$ cat config.mk
export PLATFORM = sky130hd
export DESIGN_NAME = bitscan_unit
export DESIGN_NICKNAME = d
export VERILOG_FILES = /design/src/rtl/bsc_pkg.sv /design/src/rtl/bsc_decode.sv /design/src/rtl/bsc_zext.sv /design/src/rtl/bsc_bitops.sv /design/src/rtl/bitscan_unit.sv
export SDC_FILE = /design/constraint.sdc
export NUM_CORES = 1
export LEC_CHECK = 0
export BUFFER_PORTS_ARGS = -buffer_cell sky130_fd_sc_hd__buf_2
export CAP_MARGIN = 20
export CORE_MARGIN = 2
export CORE_UTILIZATION = 44
export DETAILED_ROUTE_END_ITERATION = 8
export PLACE_DENSITY = 0.72
export SLEW_MARGIN = 20
export SYNTH_ARGS = -nofsm -noshare
export SYNTH_HDL_FRONTEND = slang
export SYNTH_SLANG_ARGS = --single-unit
$ cat constraint.sdc
create_clock -name clk -period 1 [get_ports clk]
set_input_delay 0.2 -clock clk [delete_from_list [all_inputs] [get_ports clk]]
set_output_delay 0.2 -clock clk [all_outputs]
set_load 0.05 [all_outputs]
$ cat src/rtl/bsc_pkg.sv
package bsc_pkg;
    typedef enum logic [2:0] {
        V_FSCAN, V_RSCAN, V_TZCNT, V_LZCNT, V_POPC, V_ILL
    } variant_t;

    typedef enum logic {ST_IDLE, ST_DONE} state_t;

    localparam logic [1:0] OP_FWD  = 2'b00;
    localparam logic [1:0] OP_REV  = 2'b01;
    localparam logic [1:0] OP_POP  = 2'b10;
    localparam logic [1:0] PFX_REP = 2'b10;
endpackage

$ cat src/rtl/bsc_decode.sv
module bsc_decode
    import bsc_pkg::*;
(
    input  logic [1:0] op_sel,
    input  logic [1:0] size,
    input  logic [1:0] pfx,
    input  logic       feat_tz,
    input  logic       feat_lz,
    input  logic       feat_pop,
    output variant_t   variant
);
    logic rep;
    assign rep = (pfx == PFX_REP);

    always_comb begin
        if (size == 2'b00) begin
            variant = V_ILL;
        end else begin
            unique case (op_sel)
                OP_FWD:  variant = (rep && feat_tz)  ? V_TZCNT : V_FSCAN;
                OP_REV:  variant = (rep && feat_lz)  ? V_LZCNT : V_RSCAN;
                OP_POP:  variant = (rep && feat_pop) ? V_POPC  : V_ILL;
                default: variant = V_ILL;
            endcase
        end
    end
endmodule

$ cat src/rtl/bsc_zext.sv
module bsc_zext #(
    parameter int DATA_W = 64,
    parameter int CNT_W  = $clog2(DATA_W) + 1
) (
    input  logic [1:0]        size,
    input  logic [DATA_W-1:0] src,
    input  logic [DATA_W-1:0] dst_in,
    output logic [DATA_W-1:0] src_m,
    output logic [DATA_W-1:0] dst_m,
    output logic [CNT_W-1:0]  width
);
    logic [DATA_W-1:0] mask;

    always_comb begin
        unique case (size)
            2'b01:   width = CNT_W'(DATA_W / 4);
            2'b10:   width = CNT_W'(DATA_W / 2);
            2'b11:   width = CNT_W'(DATA_W);
            default: width = '0;
        endcase
        if (width == CNT_W'(DATA_W)) mask = '1;
        else                         mask = (DATA_W'(1) << width) - DATA_W'(1);
    end

    assign src_m = src & mask;
    assign dst_m = dst_in & mask;
endmodule

$ cat src/rtl/bsc_bitops.sv
module bsc_bitops #(
    parameter int DATA_W = 64,
    parameter int CNT_W  = $clog2(DATA_W) + 1
) (
    input  logic [DATA_W-1:0] x,
    output logic [CNT_W-1:0]  lo_idx,
    output logic [CNT_W-1:0]  hi_idx,
    output logic [CNT_W-1:0]  ones,
    output logic              any
);
    always_comb begin
        lo_idx = '0;
        for (int i = DATA_W - 1; i >= 0; i--) begin
            if (x[i]) lo_idx = CNT_W'(i);
        end
        hi_idx = '0;
        for (int j = 0; j < DATA_W; j++) begin
            if (x[j]) hi_idx = CNT_W'(j);
        end
        ones = '0;
        for (int k = 0; k < DATA_W; k++) begin
            ones = ones + CNT_W'(x[k]);
        end
    end

    assign any = |x;
endmodule

$ cat src/rtl/bitscan_unit.sv
module bitscan_unit
    import bsc_pkg::*;
#(
    parameter int DATA_W = 64,
    localparam int CNT_W = $clog2(DATA_W) + 1
) (
    input  logic              clk,
    input  logic              rst_n,
    input  logic              valid_in,
    input  logic [1:0]        op_sel,
    input  logic [1:0]        size,
    input  logic [1:0]        pfx,
    input  logic              feat_tz,
    input  logic              feat_lz,
    input  logic              feat_pop,
    input  logic [DATA_W-1:0] src,
    input  logic [DATA_W-1:0] dst_old,
    output logic              out_valid,
    output logic              wr_en,
    output logic [DATA_W-1:0] result,
    output logic              zf,
    output logic              cf,
    output logic              illegal
);
    variant_t          variant;
    state_t            state_q, state_d;
    logic [DATA_W-1:0] src_m, dst_m;
    logic [CNT_W-1:0]  width, lo_idx, hi_idx, ones;
    logic              any;
    logic [DATA_W-1:0] res_d;
    logic              zf_d, cf_d, ill_d;

    bsc_decode u_dec (
        .op_sel(op_sel), .size(size), .pfx(pfx),
        .feat_tz(feat_tz), .feat_lz(feat_lz), .feat_pop(feat_pop),
        .variant(variant)
    );

    bsc_zext #(.DATA_W(DATA_W), .CNT_W(CNT_W)) u_zext (
        .size(size), .src(src), .dst_in(dst_old),
        .src_m(src_m), .dst_m(dst_m), .width(width)
    );

    bsc_bitops #(.DATA_W(DATA_W), .CNT_W(CNT_W)) u_ops (
        .x(src_m), .lo_idx(lo_idx), .hi_idx(hi_idx), .ones(ones), .any(any)
    );

    always_comb begin
        res_d = '0;
        zf_d  = 1'b0;
        cf_d  = 1'b0;
        ill_d = 1'b0;
        unique case (variant)
            V_FSCAN: begin
                res_d = any ? DATA_W'(lo_idx) : dst_m;
                zf_d  = !any;
            end
            V_RSCAN: begin
                res_d = any ? DATA_W'(hi_idx) : dst_m;
                zf_d  = !any;
            end
            V_TZCNT: begin
                res_d = any ? DATA_W'(lo_idx) : DATA_W'(width);
                cf_d  = !any;
                zf_d  = (res_d == '0);
            end
            V_LZCNT: begin
                res_d = any ? DATA_W'(width - CNT_W'(1) - hi_idx) : DATA_W'(width);
                cf_d  = !any;
                zf_d  = (res_d == '0);
            end
            V_POPC: begin
                res_d = DATA_W'(ones);
                zf_d  = !any;
            end
            default: ill_d = 1'b1;
        endcase
    end

    always_comb begin
        unique case (state_q)
            ST_IDLE: state_d = valid_in ? ST_DONE : ST_IDLE;
            ST_DONE: state_d = valid_in ? ST_DONE : ST_IDLE;
            default: state_d = ST_IDLE;
        endcase
    end

    always_ff @(posedge clk or negedge rst_n) begin
        if (!rst_n) state_q <= ST_IDLE;
        else        state_q <= state_d;
    end

    always_ff @(posedge clk or negedge rst_n) begin
        if (!rst_n) begin
            wr_en   <= 1'b0;
            result  <= '0;
            zf      <= 1'b0;
            cf      <= 1'b0;
            illegal <= 1'b0;
        end else if (valid_in) begin
            wr_en   <= !ill_d;
            result  <= res_d;
            zf      <= zf_d;
            cf      <= cf_d;
            illegal <= ill_d;
        end else begin
            wr_en   <= 1'b0;
            illegal <= 1'b0;
        end
    end

    assign out_valid = (state_q == ST_DONE);
endmodule

==> key figures, run 1 <==
Place
  • Port Buffers: 208
  • DP Area: 10,100 µm²
  • Detail Placement HPWL: 21,000 µm
  • Gpl congestion: 1.02

Synth
  • Asr flop ratio synth: 1.00
  • Synth cell count leaders: a21oi_1, nor2_1, inv_1
  • Syn_area_per_cell: 8.08 µm²
  • Primary flip-flop cell chosen by synthesis mapping: dfrtp_1
  • Syn Nets: 1,107
  • Seq/Total Area, Yosys: 0.241
  • Top area cells in the synthesized netlist: dfrtp_1, fa_1, a21oi_1, nor2_1, ha_1
  • Cell taking the most area after synthesis: dfrtp_1
  • Syn Inst Count: 888
  • Number of synthesized flops with an enable pin: 0
  • Synth Register Bits: 69
  • Netlist cell types: 80
  • Netlist Area Pre-Place: 7180 µm²
  • Most frequent cell after synthesis: a21oi_1
  • Yosys top cell area share: 0.241
  • Syn. warnings: 0

GRT
  • Initial antenna violation count: 1
  • Tot GR Track Use: 0.318
  • Grt ovf: 0
  • First-pass GRT wire length: 44,000 µm
  • Largest net degree at the start of global routing: 72
  • Vias in the first global route: 8,391

Worst setup path
  • Reg2Reg Depth: 5
  • Crit path launch: size[0]
  • Reg2Reg Setup Slack: -0.08 ns
  • Setup crit end kind: flip-flop
  • Capture point of the worst reg-to-reg path: result[2]$_DFFE_PN0P_
  • Reg2reg start: result[2]$_DFFE_PN0P_
  • Worst EP required: 1.23 ns
  • Max FO, Critical Path: 6
  • Critical path data arrival time: 6.88 ns
  • Worst setup path class: primary input to flip-flop
  • Crit path launch type: primary input
  • Critical Path Sink: result[4]$_DFFE_PN0P_

Floorplan
  • Die area: 17,400 µm²
  • Rows: 46
  • IO Pins: 209
  • DIE WIDTH: 132 µm
  • Core area: 15,900 µm²
  • Die Span Y: 132 µm
  • Initial Util: 0.450

Clock tree
  • CTS buffer count: 9
  • Clock root buffer: clkbuf_16
  • H-tree depth: 3
  • Clock Path Buffers: 2
  • CTS Sinks: 69
  • Clock latency on the worst-skew pair: 0.34 ns
  • Reg clk slew, reported paths: 0.06 ns
  • CTS tree: built

Finish
  • FF+latch area: 1730 µm²
  • Area grow syn2layout: 61.2%
  • Post-route cell area: 11,600 µm²
  • Share of layout cells above drive strength 1: 0.448
  • Final #Nets: 1,518
  • # fillers: 1,139
  • Footprint of the multi-input gates: 5390 µm²

Drt
  • Drt pass-1 iters: 6
  • DRT iter0 DRCs: 1,224
  • Wirelength per Cell: 20.7 µm
  • Post-route antenna net violation count: 0
  • Vias: 9,036
  • Vias per cell: 5.94
  • DRC Markers: 0
  • Final wirelength: 31,600 µm

Timing
  • Worst clock skew: 0 ns
  • WHS: 0.117 ns
  • Final worst slack: -5.65 ns
  • Worst slew pin tran: 0.809 ns
  • Max-slew headroom: 0.460
  • Final setup viols: 137
  • Minimum clock period: 6.65 ns
  • RSZ-0062 raised after global routing: yes
  • Fmax achieved: 150 MHz
  • Crit share post-route: 6.65
  • Final slew viol count: 0
  • Final Hold Fails: 0

Power
  • Switching share of total power: 0.456
  • Comb pwr share: 0.716
  • Reg power frac: 0.140
  • P_int: 12,800 µW
  • VDD IR max: 0.00215 V
  • P per Cell Area: 2040 nW/µm²
  • Psw: 10,800 µW
  • Leakage power: 0.00551 µW
  • Clk pwr share: 0.145

Outcome
  • Failing checks: setup timing
  • Status: finished with violations

Min path
  • WHS Path Cells: 3
  • Worst Hold Class: primary input to flip-flop
  • Worst hold start: dst_old[35]

Flow run
  • MaxCap Viol Count: 0
[worst max-delay path, stage by stage]
cell	delay [ns]
buf_8	0.11
ha_4	0.17
or2_4	0.29
and2_4	0.18
fa_1	0.55
inv_2	0.04
fa_2	0.53
inv_2	0.04
fa_1	0.42
inv_1	0.08
fa_2	0.44
fa_1	0.54
fa_2	0.44
fa_1	0.49
inv_1	0.05
fa_1	0.48
inv_1	0.05
fa_2	0.36
fa_2	0.37
nor2b_2	0.17
o21ai_1	0.11
nand2b_1	0.13
xor2_1	0.21
a21oi_1	0.16
a21oi_1	0.29
[cell families after synthesis]
kind of cell               count (synthesis)  synth area share
DFF                                       69             0.241
and+or+nand+nor                          285             0.193
adders and majority gates                 79             0.194
AOI/OAI and AO/OA                        310             0.283
muxes                                      5           0.00749
buffers and inverters                    134            0.0741
xor gates and xnor gates                   6           0.00732
[stage by stage]
| step | utilization | setup TNS, ns | cells | total power [µW] | setup WS [ns] |
|---|---|---|---|---|---|
| 3_3_place_gp | 0.631 | -166.86 | 1479 | 17900 | -5.79 |
| 5_1_grt | 0.726 | -152.93 | 1521 | 24500 | -5.81 |
| 6_report | 0.726 | -143.65 | 1521 | 23600 | -5.65 |
| 4_1_cts | 0.692 | -138.40 | 1511 | 22500 | -5.30 |
| 3_5_place_dp | 0.631 | -170.30 | 1479 | 18000 | -5.90 |
| 2_1_floorplan | - | -127.28 | 888 | 13200 | -5.71 |
[sequential cells by signal, indices dropped and copies added (netlist names)]
| register | cells |
|---|---|
| result | 64 |
| out_valid | 1 |
| zf | 1 |
| illegal | 1 |
| wr_en | 1 |
| cf | 1 |
[what timing repair did]
item	in CTS	in global routing
cloned	5	5
setup buffers	13	5
endpoints found under the setup margin	137	137
pin swaps	65	39
hold endpoints to repair	69	0
hold buffers	1	0
gates resized for setup	124	138
[layer usage]
metal / global-route usage / vias up / share of wire
met3: 0.0698 / 167 / 0.11
li1: - / 3963 / -
met4: 0.108 / 0 / 0.058
met5: 0 / - / 0
met1: 0.432 / 4254 / 0.38
met2: 0.506 / 652 / 0.45
[cell usage in the layout (no fill, tap or decap), types with 11 or more instances in the layout]
master	instances
a21oi_1	109
a21oi_2	49
and2_1	17
buf_2	153
buf_4	208
buf_6	62
clkbuf_16	13
dfrtp_1	69
fa_1	49
ha_1	19
inv_1	74
nand2_1	52
nor2_1	115
nor3_1	23
o21ai_0	23
o21ai_1	14
o31ai_1	11
[power groups by stage]
stage / sequential [µW] / clock [µW] / combinational (µW)
6_report: 3290 / 3410 / 16900
5_1_grt: 3300 / 3510 / 17700
4_1_cts: 3240 / 3350 / 15900
3_5_place_dp: 3250 / 0 / 14800
3_3_place_gp: 3250 / 0 / 14600
2_1_floorplan: 4210 / 0 / 9040
[area by class of cell]
class                           count  share of cell area
Antenna cell                        1            0.000216
Clock buffer                        9              0.0195
Clock inverter                      7             0.00692
Inverter                           85              0.0284
Multi-Input combinational cell    685               0.466
Sequential cell                    69               0.149
Tap cell                          216              0.0234
Timing Repair Buffer              449               0.306
[worst min-delay path by stage]
stage	end	slack (ns)
after detailed placement	result[45]$_DFFE_PN0P_	0.22
after global placement	result[48]$_DFFE_PN0P_	0.21
after CTS	result[53]$_DFFE_PN0P_	0.13
after floorplan	cf$_DFFE_PN0P_	-0.1
after global routing	result[35]$_DFFE_PN0P_	0.13
final	result[35]$_DFFE_PN0P_	0.12
(Power assumes the default switching activity.)
==> inputs of run 2 (changes only) <==
Settings changed: ABC_AREA set to 1, PLACE_DENSITY 0.72 to 0.73.
==> run 2 against run 1 <==
  * Synthesized area fell by 3.6%
  * Sequential share of layout area rose by 0.53 points
  * Worst setup slack improved by 0.34 ns
  * Die area decreased by 3.5%
  * Count of clock-buffer cells in the layout up 1
  * Largest cell class unchanged
  * First-iteration DRC count down 58%
  * Critical path type unchanged
  * The flow still finishes with violations (setup timing)
  * Non-clock buffer count is 52 lower
  * Sequential power is 6.7% lower
  * Clock skew stayed put
  * Via count shrank 9.4%
  * Synthesized cell count grew 16%
  * Combinational power down 6%
==> key figures, run 2 <==
Outcome
  • Status: finished with violations
  • Failing checks: setup timing

Timing
  • Max-slew headroom: 0.569 (+0.108)
  • Fmax achieved: 159 MHz (+5.4%)
  • Final setup viols: 137 (unchanged)
  • WHS: 0.186 ns (+0.0693 ns)
  • Final Hold Fails: 0 (unchanged)
  • Minimum clock period: 6.31 ns (-0.342 ns)
  • Final slew viol count: 0 (unchanged)
  • Final worst slack: -5.31 ns (+0.342 ns)
  • Crit share post-route: 6.31 (-0.342)
  • RSZ-0062 raised after global routing: yes
  • Worst clock skew: 0 ns (unchanged)
  • Worst slew pin tran: 0.631 ns (-0.179 ns)

Synth
  • Synth Register Bits: 69 (unchanged)
  • Top area cells in the synthesized netlist: dfrtp_1, nand2_1, fa_1, inv_1, nand3_1
  • Asr flop ratio synth: 1.00 (unchanged)
  • Syn_area_per_cell: 6.71 µm² (-17%)
  • Netlist Area Pre-Place: 6920 µm² (-3.6%)
  • Number of synthesized flops with an enable pin: 0 (unchanged)
  • Most frequent cell after synthesis: nand2_1
  • Syn Nets: 1,250 (+13%)
  • Cell taking the most area after synthesis: dfrtp_1
  • Yosys top cell area share: 0.250 (+0.00905)
  • Synth cell count leaders: nand2_1, inv_1, dfrtp_1, nand3_1, a21oi_1
  • Syn Inst Count: 1,031 (+16%)
  • Primary flip-flop cell chosen by synthesis mapping: dfrtp_1
  • Syn. warnings: 0 (unchanged)
  • Netlist cell types: 36 (-55%)
  • Seq/Total Area, Yosys: 0.250 (+0.00905)

Finish
  • Max FFs per register: 64 (unchanged)
  • Reg with most FFs: result
  • Commonest non-fill, non-tap cell in the layout: nand2_1
  • Area grow syn2layout: 61.5%
  • Final #Nets: 1,619 (+6.7%)
  • Commonest non-fill, non-tap cells in the layout: nand2_1, buf_4, buf_2, inv_1, buf_6
  • Diode count: 0 (-1)
  • Share of layout cells above drive strength 1: 0.401 (-0.0464)

Place
  • Gpl congestion: 0.947 (-7.1%)
  • Detail Placement HPWL: 16,800 µm (-20%)
  • Setup WS pre-CTS: -5.89 ns (+0.00919 ns)
  • Port Buffers: 208 (unchanged)

Clock tree
  • Clock root buffer: clkbuf_16
  • Reg clk slew, reported paths: 0.06 ns (about the same)
  • CTS tree: built
  • Clock latency on the worst-skew pair: 0.33 ns (about the same)
  • Clock Path Buffers: 2 (unchanged)
  • H-tree depth: 3 (unchanged)
  • CTS buffer count: 9 (unchanged)
  • CTS Sinks: 69 (unchanged)

Worst setup path
  • Max FO, Critical Path: 13 (+7)
  • CP peak stage delay: 0.54 ns (about the same)
  • Slowest CP cell: fa_1
  • Crit path launch type: primary input
  • Worst setup path class: primary input to flip-flop
  • Worst EP required: 1.22 ns (about the same)
  • Bufs and invs on worst path: 11 (+5)
  • Crit-path leading delay family: adder cells
  • CP most frequent cell: fa_1
  • Critical path data arrival time: 6.53 ns (-0.35 ns)
  • Setup crit end kind: flip-flop

Drt
  • Drt pass-1 iters: 7 (+1)
  • DRT iter0 DRCs: 509 (-58%)
  • Post-route antenna net violation count: 0 (unchanged)
  • Final wirelength: 24,500 µm (-22%)
  • DRC Markers: 0 (unchanged)
  • Vias: 8,190 (-9.4%)
  • Vias per cell: 5.07 (-15%)
  • Wirelength per Cell: 15.2 µm (-27%)

Floorplan
  • Core area: 15,300 µm² (-4.3%)
  • DIE WIDTH: 129 µm (-1.8%)
  • Rows: 45 (-2.2%)
  • Initial Util: 0.453 (+0.00314)
  • IO Pins: 209 (unchanged)
  • Die Span Y: 129 µm (-1.8%)
  • Die area: 16,700 µm² (-3.5%)

Power
  • VDD IR max: 0.00297 V (+38%)
  • Switching share of total power: 0.443 (-0.0135)
  • Leakage power: 0.00666 µW (+21%)
  • Clk pwr share: 0.149 (+0.004)
  • Psw: 9900 µW (-8.0%)
  • P per Cell Area: 2000 nW/µm² (-1.8%)
  • Comb pwr share: 0.713 (-0.003)
  • P_int: 12,500 µW (-2.8%)
  • Reg power frac: 0.137 (-0.003)

GRT
  • First-pass GRT wire length: 34,100 µm (-22%)
  • Initial antenna violation count: 0 (-1)
  • Largest net degree at the start of global routing: 44 (-39%)
  • Tot GR Track Use: 0.256 (-0.0623)
  • Grt ovf: 0 (unchanged)
  • Vias in the first global route: 7,272 (-13%)

Flow run
  • MaxCap Viol Count: 0 (unchanged)

Min path
  • Worst Hold Class: primary input to flip-flop
## run 2: cell count changes in the layout (fill, tap and decap cells not counted), sizes merged, moves of 12 or more
cell,before,now
nor3,28,3
nand2,54,418
nor2,120,56
a21o,2,26
nor2b,12,0
nand3,9,70
inv,88,151
buf,443,389
and2,21,0
a21oi,158,59
## run 2: kinds of logic (layout without fill, tap and decap cells)
logic type | count (synthesis) | after routing | share of synthesized area
and+or+nand+nor | 553 | 554 | 0.323
buffers and inverters | 190 | 563 | 0.109
AOI/OAI and AO/OA | 138 | 138 | 0.115
adders and majority gates | 79 | 79 | 0.201
DFF | 69 | 69 | 0.250
xor gates and xnor gates | 2 | 2 | 0.00253
## run 2: tightest hold or removal path: cells and delay by family
| kind | cells | cell delay (ns) |
|---|---|---|
| buffers and inverters | 1 | 0.08 |
| AND/OR/NAND/NOR | 4 | 0.22 |
## run 2: final timing paths
kind / start / end / slack [ns] / cells past startpoint
worst max-delay path: size[1] / result[5]$_DFFE_PN0P_ / -5.31 / 34
max in group asynchronous: rst_n / result[31]$_DFFE_PN0P_ / 0.23 / 3
worst max register to register: result[16]$_DFFE_PN0P_ / result[16]$_DFFE_PN0P_ / 0.25 / 1
min in group asynchronous: rst_n / result[61]$_DFFE_PN0P_ / 0.27 / 2
worst min register to register: result[11]$_DFFE_PN0P_ / result[11]$_DFFE_PN0P_ / 0.50 / 1
worst min-delay path: dst_old[61] / result[61]$_DFFE_PN0P_ / 0.19 / 5
## run 2: routing by layer
metal  wire length, µm  track usage  vias up
met3              1960       0.0425       79
met2             12100        0.441      421
met1              9700        0.338     3765
li1                  -            -     3925
met5                 0            0        -
met4               767       0.0575        0
## run 2: power groups by stage
stage / clock [µW] / sequential (µW) / combinational [µW]
finish: 3340 / 3070 / 15900
global route: 3470 / 3060 / 17000
CTS: 3290 / 3040 / 14700
detailed placement: 0 / 3060 / 13600
global placement: 0 / 3060 / 13300
floorplan: 0 / 3580 / 9370
## run 2: cell type report
cell class | instances | area, µm²
Fill cell | 1107 | 4080
Sequential cell | 69 | 1730
Timing Repair Buffer | 397 | 3220
Clock inverter | 6 | 70.1
Clock buffer | 10 | 239
Multi-Input combinational cell | 773 | 5050
Inverter | 150 | 599
Tap cell | 211 | 264
## run 2: stage by stage
step / TNS, ns / util / power, µW / cells / instance area [µm²]
2_1_floorplan: -158.22 / - / 12900 / 1031 / 7200
3_5_place_dp: -189.61 / 0.625 / 16600 / 1570 / 9540
3_3_place_gp: -186.14 / 0.625 / 16400 / 1570 / 9540
6_report: -167.12 / 0.732 / 22300 / 1616 / 11200
5_1_grt: -178.83 / 0.732 / 23500 / 1616 / 11200
4_1_cts: -166.63 / 0.677 / 21000 / 1597 / 10300
## run 2: what timing repair did
item | CTS | global route
endpoints found under the setup margin | 137 | 137
pin swaps | 23 | 71
buffers inserted | 9 | 11
gates cloned | 1 | 8
resized for setup | 116 | 205
hold buffers | 1 | 0
hold endpoints to repair | 8 | 0
